## src/rtl/home_dir_pkg.sv

```systemverilog
package home_dir_pkg;

  typedef enum logic [2:0] {
    IK_SH_REQ    = 3'd0,
    IK_EX_REQ    = 3'd1,
    IK_INV_REP   = 3'd2,
    IK_WB_REP    = 3'd3,
    IK_FLUSH_REP = 3'd4
  } in_kind_e;

  typedef enum logic [2:0] {
    OK_SH_GRANT  = 3'd0,
    OK_EX_GRANT  = 3'd1,
    OK_INV_REQ   = 3'd2,
    OK_WB_REQ    = 3'd3,
    OK_FLUSH_REQ = 3'd4,
    OK_RETRY     = 3'd5
  } out_kind_e;

  typedef enum logic [1:0] {
    DS_SHARED  = 2'd0,
    DS_EXCL    = 2'd1,
    DS_T_SHARE = 2'd2,
    DS_T_EXCL  = 2'd3
  } dir_state_e;

endpackage

```

## src/rtl/home_dir_store.sv

```systemverilog
module home_dir_store #(
  parameter int AW     = 4,
  parameter int ENT_W  = 15,
  parameter int DATA_W = 32
) (
  input  logic              clk,
  input  logic              rst,
  input  logic [AW-1:0]     addr,
  output logic [ENT_W-1:0]  rd_ent,
  output logic [DATA_W-1:0] rd_dat,
  input  logic              we_ent,
  input  logic [ENT_W-1:0]  wr_ent,
  input  logic              we_dat,
  input  logic [DATA_W-1:0] wr_dat
);
  localparam int DEPTH = 1 << AW;

  logic [ENT_W-1:0]  ent_mem [DEPTH];
  logic [DATA_W-1:0] dat_mem [DEPTH];

  assign rd_ent = ent_mem[addr];
  assign rd_dat = dat_mem[addr];

  always_ff @(posedge clk) begin
    if (rst) begin
      for (int i = 0; i < DEPTH; i++) begin
        ent_mem[i] <= '0;
        dat_mem[i] <= '0;
      end
    end else begin
      if (we_ent) ent_mem[addr] <= wr_ent;
      if (we_dat) dat_mem[addr] <= wr_dat;
    end
  end
endmodule

```

## src/rtl/home_dir_next.sv

```systemverilog
module home_dir_next
  import home_dir_pkg::*;
#(
  parameter int N_CHILD = 8,
  parameter int DATA_W  = 32,
  parameter int IW      = 3,
  parameter int ENT_W   = 2 + 8 + 2*3 + 1
) (
  input  logic               in_valid,
  input  logic [2:0]         in_kind,
  input  logic [IW-1:0]      in_src,
  input  logic [DATA_W-1:0]  in_data,
  input  logic [ENT_W-1:0]   cur_ent,
  input  logic [DATA_W-1:0]  cur_dat,
  output logic               we_ent,
  output logic [ENT_W-1:0]   nxt_ent,
  output logic               we_dat,
  output logic               o_valid,
  output logic [2:0]         o_kind,
  output logic [N_CHILD-1:0] o_dst,
  output logic [DATA_W-1:0]  o_data,
  output logic               o_err
);
  localparam logic [N_CHILD-1:0] ONE = N_CHILD'(1);

  dir_state_e         st, n_st;
  logic [N_CHILD-1:0] sh, n_sh, src_b, own_b, pnd_b, others, base;
  logic [IW-1:0]      own, pnd, n_own, n_pnd;
  logic               pex, n_pex, owner_ok;

  assign st    = dir_state_e'(cur_ent[ENT_W-1 -: 2]);
  assign sh    = cur_ent[ENT_W-3 -: N_CHILD];
  assign own   = cur_ent[2*IW -: IW];
  assign pnd   = cur_ent[IW -: IW];
  assign pex   = cur_ent[0];
  assign src_b = ONE << in_src;
  assign own_b = ONE << own;
  assign pnd_b = ONE << pnd;
  assign owner_ok = (st == DS_EXCL || st == DS_T_EXCL) && (in_src == own);
  assign nxt_ent = {n_st, n_sh, n_own, n_pnd, n_pex};

  always_comb begin
    n_st = st; n_sh = sh; n_own = own; n_pnd = pnd; n_pex = pex;
    we_ent = 1'b0; we_dat = 1'b0;
    o_valid = 1'b0; o_kind = OK_SH_GRANT; o_dst = '0; o_data = '0; o_err = 1'b0;
    others = '0; base = '0;
    if (in_valid) begin
      case (in_kind)
        IK_SH_REQ, IK_EX_REQ: begin
          o_valid = 1'b1;
          if (st == DS_T_SHARE || st == DS_T_EXCL) begin
            o_kind = OK_RETRY; o_dst = src_b;
          end else if (st == DS_EXCL) begin
            we_ent = 1'b1; n_st = DS_T_EXCL; n_pnd = in_src;
            n_pex  = (in_kind == IK_EX_REQ);
            o_kind = n_pex ? OK_FLUSH_REQ : OK_WB_REQ;
            o_dst  = own_b;
          end else if (in_kind == IK_SH_REQ) begin
            we_ent = 1'b1; n_sh = sh | src_b;
            o_kind = OK_SH_GRANT; o_dst = src_b; o_data = cur_dat;
          end else begin
            we_ent = 1'b1;
            others = sh & ~src_b;
            if (others == '0) begin
              n_st = DS_EXCL; n_own = in_src; n_sh = '0;
              o_kind = OK_EX_GRANT; o_dst = src_b; o_data = cur_dat;
            end else begin
              n_st = DS_T_SHARE; n_pnd = in_src; n_pex = 1'b1;
              o_kind = OK_INV_REQ; o_dst = others;
            end
          end
        end
        IK_INV_REP: begin
          if (st == DS_SHARED) begin
            we_ent = 1'b1; n_sh = sh & ~src_b;
          end else if (st == DS_T_SHARE) begin
            we_ent = 1'b1; n_sh = sh & ~src_b;
            if ((n_sh & ~pnd_b) == '0) begin
              n_st = DS_EXCL; n_own = pnd; n_sh = '0;
              o_valid = 1'b1; o_kind = OK_EX_GRANT; o_dst = pnd_b; o_data = cur_dat;
            end
          end else begin
            o_err = 1'b1;
          end
        end
        IK_WB_REP, IK_FLUSH_REP: begin
          if (!owner_ok) begin
            o_err = 1'b1;
          end else begin
            we_ent = 1'b1; we_dat = 1'b1;
            base = (in_kind == IK_WB_REP) ? src_b : '0;
            n_st = DS_SHARED; n_sh = base;
            if (st == DS_T_EXCL) begin
              o_valid = 1'b1; o_data = in_data;
              if (!pex) begin
                n_sh = base | pnd_b;
                o_kind = OK_SH_GRANT; o_dst = pnd_b;
              end else begin
                others = base & ~pnd_b;
                if (others == '0) begin
                  n_st = DS_EXCL; n_own = pnd; n_sh = '0;
                  o_kind = OK_EX_GRANT; o_dst = pnd_b;
                end else begin
                  n_st = DS_T_SHARE;
                  o_kind = OK_INV_REQ; o_dst = others; o_data = '0;
                end
              end
            end
          end
        end
        default: ;
      endcase
    end
  end
endmodule

```

## src/rtl/home_dir_ctrl.sv

```systemverilog
module home_dir_ctrl #(
  parameter int N_CHILD = 8,
  parameter int ADDR_W  = 4,
  parameter int DATA_W  = 32
) (
  input  logic                       clk,
  input  logic                       rst,
  input  logic                       in_valid,
  input  logic [2:0]                 in_kind,
  input  logic [$clog2(N_CHILD)-1:0] in_src,
  input  logic [ADDR_W-1:0]          in_addr,
  input  logic [DATA_W-1:0]          in_data,
  output logic                       out_valid,
  output logic [2:0]                 out_kind,
  output logic [N_CHILD-1:0]         out_dst,
  output logic [ADDR_W-1:0]          out_addr,
  output logic [DATA_W-1:0]          out_data,
  output logic                       proto_err
);
  localparam int IW    = $clog2(N_CHILD);
  localparam int ENT_W = 2 + N_CHILD + 2*IW + 1;

  logic [ENT_W-1:0]   cur_ent, nxt_ent;
  logic [DATA_W-1:0]  cur_dat, c_data;
  logic               we_ent, we_dat, c_valid, c_err;
  logic [2:0]         c_kind;
  logic [N_CHILD-1:0] c_dst;

  home_dir_store #(.AW(ADDR_W), .ENT_W(ENT_W), .DATA_W(DATA_W)) u_store (
    .clk(clk), .rst(rst), .addr(in_addr),
    .rd_ent(cur_ent), .rd_dat(cur_dat),
    .we_ent(we_ent), .wr_ent(nxt_ent),
    .we_dat(we_dat), .wr_dat(in_data)
  );

  home_dir_next #(.N_CHILD(N_CHILD), .DATA_W(DATA_W), .IW(IW), .ENT_W(ENT_W)) u_next (
    .in_valid(in_valid), .in_kind(in_kind), .in_src(in_src), .in_data(in_data),
    .cur_ent(cur_ent), .cur_dat(cur_dat),
    .we_ent(we_ent), .nxt_ent(nxt_ent), .we_dat(we_dat),
    .o_valid(c_valid), .o_kind(c_kind), .o_dst(c_dst), .o_data(c_data), .o_err(c_err)
  );

  always_ff @(posedge clk) begin
    if (rst) begin
      out_valid <= 1'b0;
      out_kind  <= '0;
      out_dst   <= '0;
      out_addr  <= '0;
      out_data  <= '0;
      proto_err <= 1'b0;
    end else begin
      out_valid <= c_valid;
      out_kind  <= c_kind;
      out_dst   <= c_dst;
      out_addr  <= in_addr;
      out_data  <= c_data;
      proto_err <= c_err;
    end
  end
endmodule

```

## config.mk

```make
export PLATFORM = sky130hd
export DESIGN_NAME = home_dir_ctrl
export DESIGN_NICKNAME = d
export VERILOG_FILES = /design/src/rtl/home_dir_pkg.sv /design/src/rtl/home_dir_store.sv /design/src/rtl/home_dir_next.sv /design/src/rtl/home_dir_ctrl.sv
export SDC_FILE = /design/constraint.sdc
export NUM_CORES = 1
export LEC_CHECK = 0
export BUFFER_PORTS_ARGS = -buffer_cell sky130_fd_sc_hd__buf_2
export CAP_MARGIN = 10
export CORE_ASPECT_RATIO = 1.25
export CORE_MARGIN = 5
export CORE_UTILIZATION = 57
export CTS_CLUSTER_DIAMETER = 200
export DETAILED_ROUTE_END_ITERATION = 12
export PLACE_DENSITY = 0.77
export SLEW_MARGIN = 25
export SYNTH_ARGS = -nofsm -noshare
export SYNTH_HDL_FRONTEND = slang
export SYNTH_SLANG_ARGS = --single-unit
```

## constraint.sdc

```tcl
create_clock -name clk -period 3.8 [get_ports clk]
set_clock_uncertainty 0.15 [all_clocks]
set_input_delay 0 -clock clk [delete_from_list [all_inputs] [get_ports clk]]
set_output_delay 0 -clock clk [all_outputs]
set_load 0.01 [all_outputs]
```

# After elaboration in Yosys (flattened, before gate mapping)
# Memories as Yosys holds them, arrays and structs flattened.
# Index checks and enable logic that the tools add are counted.
totals:
  register_bits: 49
  mem_bits_rw: 784
  input_bits: 45
  out_inout_bits: 49
  elab_cells: 161
  mem_count: 2
classes:
  n_eq_ne: 8
  n_shift: 3
  n_mux: 121
  n_bitwise: 8
  reduce_logical: 13
mem_list:
  columns: ["memory", "words", "width", "read_ports", "rd_clocked_by_memory_dff", "wr", "line", "source"]
  rows:
  - ["u_store.dat_mem", 16, 32, 1, 0, 16, "home_dir_store.sv:19", "logic [DATA_W-1:0] dat_mem [DEPTH];"]
  - ["u_store.ent_mem", 16, 17, 1, 0, 16, "home_dir_store.sv:18", "logic [ENT_W-1:0] ent_mem [DEPTH];"]
op_table:
  columns: ["operator", "count"]
  rows:
  - ["2-to-1 mux 32 bit", 12]
  - ["2-to-1 mux 8 bit", 24]
  - ["case mux 32 bit (3 select lines)", 1]
  - ["2-to-1 mux 3 bit", 27]
  - ["case mux 8 bit (3 select lines)", 2]
  - ["2-to-1 mux 1 bit", 32]
  - ["OR reduction 32 bit", 1]
  - ["2-to-1 mux 2 bit", 14]
  - ["bitwise AND 8 bit", 3]
  - ["zero test 8 bit", 3]
  - ["<< shifter 1 x 3 -> 8 bit (first input constant)", 3]
  - ["case mux 3 bit (3 select lines)", 2]
  - ["2-to-1 mux 17 bit", 1]
  - ["OR reduction 17 bit", 1]
  - ["NOT 8 bit", 2]
  - ["OR 8 bit", 2]
  - ["2-to-1 mux 4 bit", 2]
  - ["equality test 3 x 2 -> 1 bit (second input constant)", 2]
  - ["case mux 1 bit (3 select lines)", 2]
  - ["case mux 2 bit (3 select lines)", 1]
  - ["OR reduction 2 bit", 3]
  - ["equality test 2 bit (second input constant)", 2]
  - ["equality test 3 x 1 -> 1 bit (second input constant)", 1]
  - ["equality test 3 bit", 1]
  - ["other kinds (8)", 9]

# Longest topological paths before layout
# An unclocked memory read counts as a cell.
logic_depth:
  depth_word: 12
  depth_mapped: 16
  ltp_nobuf: 10

# By module
# A second synthesis with hierarchy kept.
unflattened:
  hier_cells: 2650
  hier_area_um2: 38796.0
by_module_without_submodules:
  columns: ["module", "n_inst", "cells_per_inst", "area_each_um2", "seq_area_each_um2"]
  rows:
  - ["home_dir_store", 1, 2178, 35211.3, 23542.6]
  - ["home_dir_next", 1, 369, 2259.7, 0.0]
  - ["home_dir_ctrl", 1, 103, 1325.0, 980.9]

# Least setup slack after synthesis
# OpenSTA, ideal clock, no wires.
synth_path:
  kind: "input to register"
  from: "input port in_addr[0]"
  to: "memory u_store.ent_mem[1][0] (netlist name) (enable)"
  setup_ns: 0.376
  arrival_ns: 3.444
  required_ns: 3.274
  path_slack_ns: -0.170
  cell_stages: 15
  n_path_buf: 5
  cell_sequence: "buf_6 > buf_6 > buf_6 > buf_6 > buf_4 > mux4_2 > mux2i_1 > mux2i_1 > xnor2_1 > nand4_1 > nand2b_2 > and2_1 > nor4b_4 > nand2_1 > nand2b_1"
synth_rtl:
  columns: ["item", "line", "source"]
  rows:
  - ["from (decl)", "home_dir_ctrl.sv:11", "input logic [ADDR_W-1:0] in_addr,"]
  - ["to (decl)", "home_dir_store.sv:18", null]

==> results.txt <==
* Largest family of logic cells by synthesized area: simple AND/OR/NAND/NOR gates
* Boundary Pins: 94
- Setup violations remaining at the end of the flow were counted as 46.
* Highest Clock Rate: around 260 MHz
- In the finished design, the share of the clock period the worst path needs comes to 1.02.
- In the post-route analysis, the smallest setup slack over all paths is -0.0637 ns.
* Lkg Pwr: 16.3 nW
- After detailed routing, the number of remaining DRC violations is 0.
- After legalization and detailed placement, the total HPWL measured 64.8 mm.
* CTS Root Cell: clkbuf_16
- For the pin with the worst max-slew slack, the measured transition is approximately 0.96 ns.
- Number of antenna violations at the first check in global routing: 1
- Of the total synthesized cell area, the portion taken by full adders, half adders and majority gates is 0.
- The die covers 72000 sq um.
- Clock Tree Buf Depth: 3
* Remaining Overflow, GRT: 0
* Level count of the clock H-tree: 3
* Wire length of the first global-routing pass: 159 mm
- In the final routed layout, each cell accounts on average for 29.3 um.
- The startpoint identified for the worst hold timing path is in_addr[3].
- A synthesized cell averages 15.0 sq um.
- Number of distinct library cells after synthesis: 71
* CP arrival: 4.10 ns
* Synth Area in Simple Gates: 0.147
- For this block, the via count after detailed routing is about 24k.
- Tightest slew margin relative to the limit: 0.357
- Core Rows: 105
* Reg2reg setup slack: -0.06 ns
- Of the post-synthesis cell area, the dominant cell type holds 0.620.
* Combinational fraction of design power: 0.103
- The number of failing hold endpoints at the final stage is 0.
- Startpoint of the worst setup timing path: u_store.ent_mem[15][3]
- After clock tree synthesis, the clock-pin slew on the worst setup and hold paths is 0.07 ns.
- Total nets after synthesis: 2572
- In this run the power density over the cells is 461 nW/um^2.
- Path type of the worst min-delay path: input pin to register
- Post-Place Cell Area: 41300 sq um
- Storage cell area: 24500 sq um
- Summed area of non-filler cells in the final layout: between 40000 and 50000 sq um
- STA classifies the critical path endpoint as a register.
* Proportion of power drawn by the clock network: 0.396
* Highest fanout seen on the critical path: 8
* Warning count from the yosys run: 0
- Vias in the first global route: 25.1k
- Port buffering added 93 buffers.
- Once layout is complete, the cells apart from fillers number around 3.7k.
- Final layout net count: 2820
- Measured in cells, the most critical reg-to-reg path has a length of 16.
* Crit path required time: 4.04 ns
- For this configuration, the core starts out at a cell density of 0.577.
* Netlist area before placement: 38000 sq um
- Antenna Violating Nets Remaining: 0
* Number of enable flip-flop cells after synthesis: 784
- Of the total power, the share spent switching nets is 0.235.
- Number of buffers created by CTS: a little over 80
- Number of max-slew violations in the final report: 0
- Layout cell share with drive strength beyond 1: 0.287
- STA classifies the critical path startpoint as a register.
- Critical path class: register to register
* Core utilization of the finished layout: 0.683
- Violations in the final reports: setup timing
- Of the total synthesized cell area, the portion taken by XOR and XNOR cells is 0.000692.
- RSZ-0062 raised after global routing: true
- Core footprint: about 66000 sq um
- After synthesis, the share of cell area in mux cells is 0.145.
* Clock sink count: 833
- WHS Endpoint: out_addr[3]
- The tool flagged a number of max-cap violations equal to 0.
* #FFs+latches synth: 833
- Outcome: complete, but fails checks
* Synth Flop Type: edfxtp_1
* Number of filler instances in the final layout: 4267
- Footprint of the multi-input gates: 12800 sq um
* Area Growth Syn to Fin: 18.3%
- Width of the chip: 241 um
- Of the total power, registers draw 0.501.
- The fraction of the mapped netlist area in compound gates was 0.0367.
* Number of stages on the worst hold path: 3
- TritonCTS built the clock tree.
- In the post-synthesis netlist, the biggest area contributors are edfxtp_1 (62%), mux4_2 (14%), and2_1 (8.5%).
* Total wirelength of the detailed-routed design: 109 mm
- The endpoint identified for the worst register-to-register timing path is u_store.ent_mem[8][11].
- First-iteration detailed-routing DRC count: between 3k and 4k
* Net switching power: 4.86 mW
- Largest net degree at the start of global routing: between 60 and 70
- For this run, the total global-route usage over all layers was measured as 0.300.
- The internal power of the cells totals 15.9 mW.
- The commonest cells after synthesis are edfxtp_1 (784), and2_1 (519), nor2_1 (313), mux4_2 (236), clkbuf_1 (144).
* Instance count of the mapped netlist: 2527
- Worst VDD drop: 435 uV
- Worst slack, placed: -0.253 ns
- After layout, the minimum clock period comes to 3.86 ns.
* Cell accounting for the most synthesized area: edfxtp_1
- Placer Congestion: 0.907
- The startpoint identified for the worst register-to-register timing path is u_store.ent_mem[15][3].
- Count of placed standard cells including taps: 3478
* Vias per inst: 6.49
- At the later pin of the worst-skew pair, clock insertion delay measures 0.65 ns.
- Library cell with the highest instance count after synthesis: edfxtp_1
* Die extent in y: about 300 um
* Sequential area share after synthesis: 0.645
- First-pass iteration count of the detailed router: 6
* FFs w/ async S/R, synth: 0
- Setup TNS after final layout: -1.88 ns
flip-flops by register name (all words and copies together) (netlist names):
name	flops
out_addr	4
out_valid	1
u_store.ent_mem	272
out_kind	3
out_dst	8
proto_err	1
u_store.dat_mem	512
out_data	32
timing repair:
action,4_1_cts,5_1_grt
buffers inserted,7,14
endpoints found under the setup margin,120,874
pin swaps,6,12
cloned,1,4
resized for setup,4,61
endpoints found under the hold margin,578,0
hold buffers,46,0
metrics by stage:
| stage | total power, mW | hold slack [ns] |
|---|---|---|
| 2_1_floorplan | 11.6 | 0.0105 |
| 5_1_grt | 21.2 | 0.0419 |
| 3_3_place_gp | 12.4 | 0.248 |
| 3_5_place_dp | 12.5 | 0.246 |
| 6_report | 20.7 | 0.0498 |
| 4_1_cts | 20.6 | 0.00570 |
cells in the final DEF, fill, tap and decap left out, types with 14 or more instances in the layout:
| cell type | netlist | layout |
|---|---|---|
| edfxtp_1 | 784 | 784 |
| and2_1 | 519 | 517 |
| nor2_1 | 313 | 290 |
| mux4_2 | 236 | 236 |
| buf_4 | 3 | 153 |
| buf_2 | 35 | 89 |
| clkbuf_16 | 0 | 84 |
| buf_12 | 0 | 75 |
| a21oi_1 | 67 | 67 |
| nand2_1 | 61 | 53 |
| dfxtp_1 | 49 | 49 |
| dlygate4sd3_1 | 0 | 46 |
| a22oi_1 | 39 | 38 |
| nor2_2 | 0 | 19 |
| clkbuf_1 | 144 | 19 |
| nand2b_2 | 1 | 18 |
| mux2i_1 | 15 | 15 |
| clkinv_2 | 0 | 15 |
| nor3_1 | 21 | 14 |
worst max-delay path, cell delays in order (launching register included):
cell,delay (ns)
edfxtp_1,0.43
mux4_2,0.53
nand2_2,0.11
and4_4,0.27
buf_8,0.15
nand3_4,0.10
a22oi_2,0.19
nand4b_1,0.25
buf_4,0.24
o21ai_4,0.18
buf_6,0.14
clkbuf_16,0.14
o21ai_2,0.07
a221oi_4,0.27
buf_6,0.16
clkbuf_16,0.15
nor2_1,0.04
power groups by stage:
stage / logic (mW) / clock network [mW] / registers (mW)
finish: 2.13 / 8.20 / 10.4
global route: 2.22 / 8.61 / 10.4
CTS: 2.01 / 8.25 / 10.4
detailed placement: 1.93 / 0 / 10.6
global placement: 1.91 / 0 / 10.5
floorplan: 1.10 / 0 / 10.5
layer usage:
layer | global-route usage | vias to the layer above | share of wire
li1 | - | 9897 | -
met1 | 0.362 | 12126 | 0.32
met2 | 0.515 | 1607 | 0.52
met3 | 0.0517 | 391 | 0.096
met4 | 0.161 | 0 | 0.063
met5 | 0 | - | 0
worst max-delay path by stage:
stage                                         end
after floorplan            u_store.dat_mem[13][0]
after global placement    u_store.ent_mem[10][14]
after detailed placement   u_store.ent_mem[4][14]
after CTS                  u_store.ent_mem[9][14]
after global routing      u_store.ent_mem[11][12]
final                      u_store.ent_mem[8][11]
final cells by class:
cell class / count / share of cell area
flip-flops and latches: 833 / 0.546
clock inverters: 46 / 0.0118
repair buffers: 380 / 0.0849
multi-input cells: 1473 / 0.285
inverters: 6 / 0.000501
diodes: 2 / 0.000111
well taps: 856 / 0.0238
clock buffers: 105 / 0.0482
logic make-up (layout without fill, tap and decap cells):
group | count (synthesis) | after routing
xor+xnor | 3 | 3
mux | 254 | 254
other cells | 0 | 2
buf+inv | 221 | 537
simple gates | 1026 | 1026
compound gates | 190 | 190
flops | 833 | 833
Power figures use the tool's default switching activity.
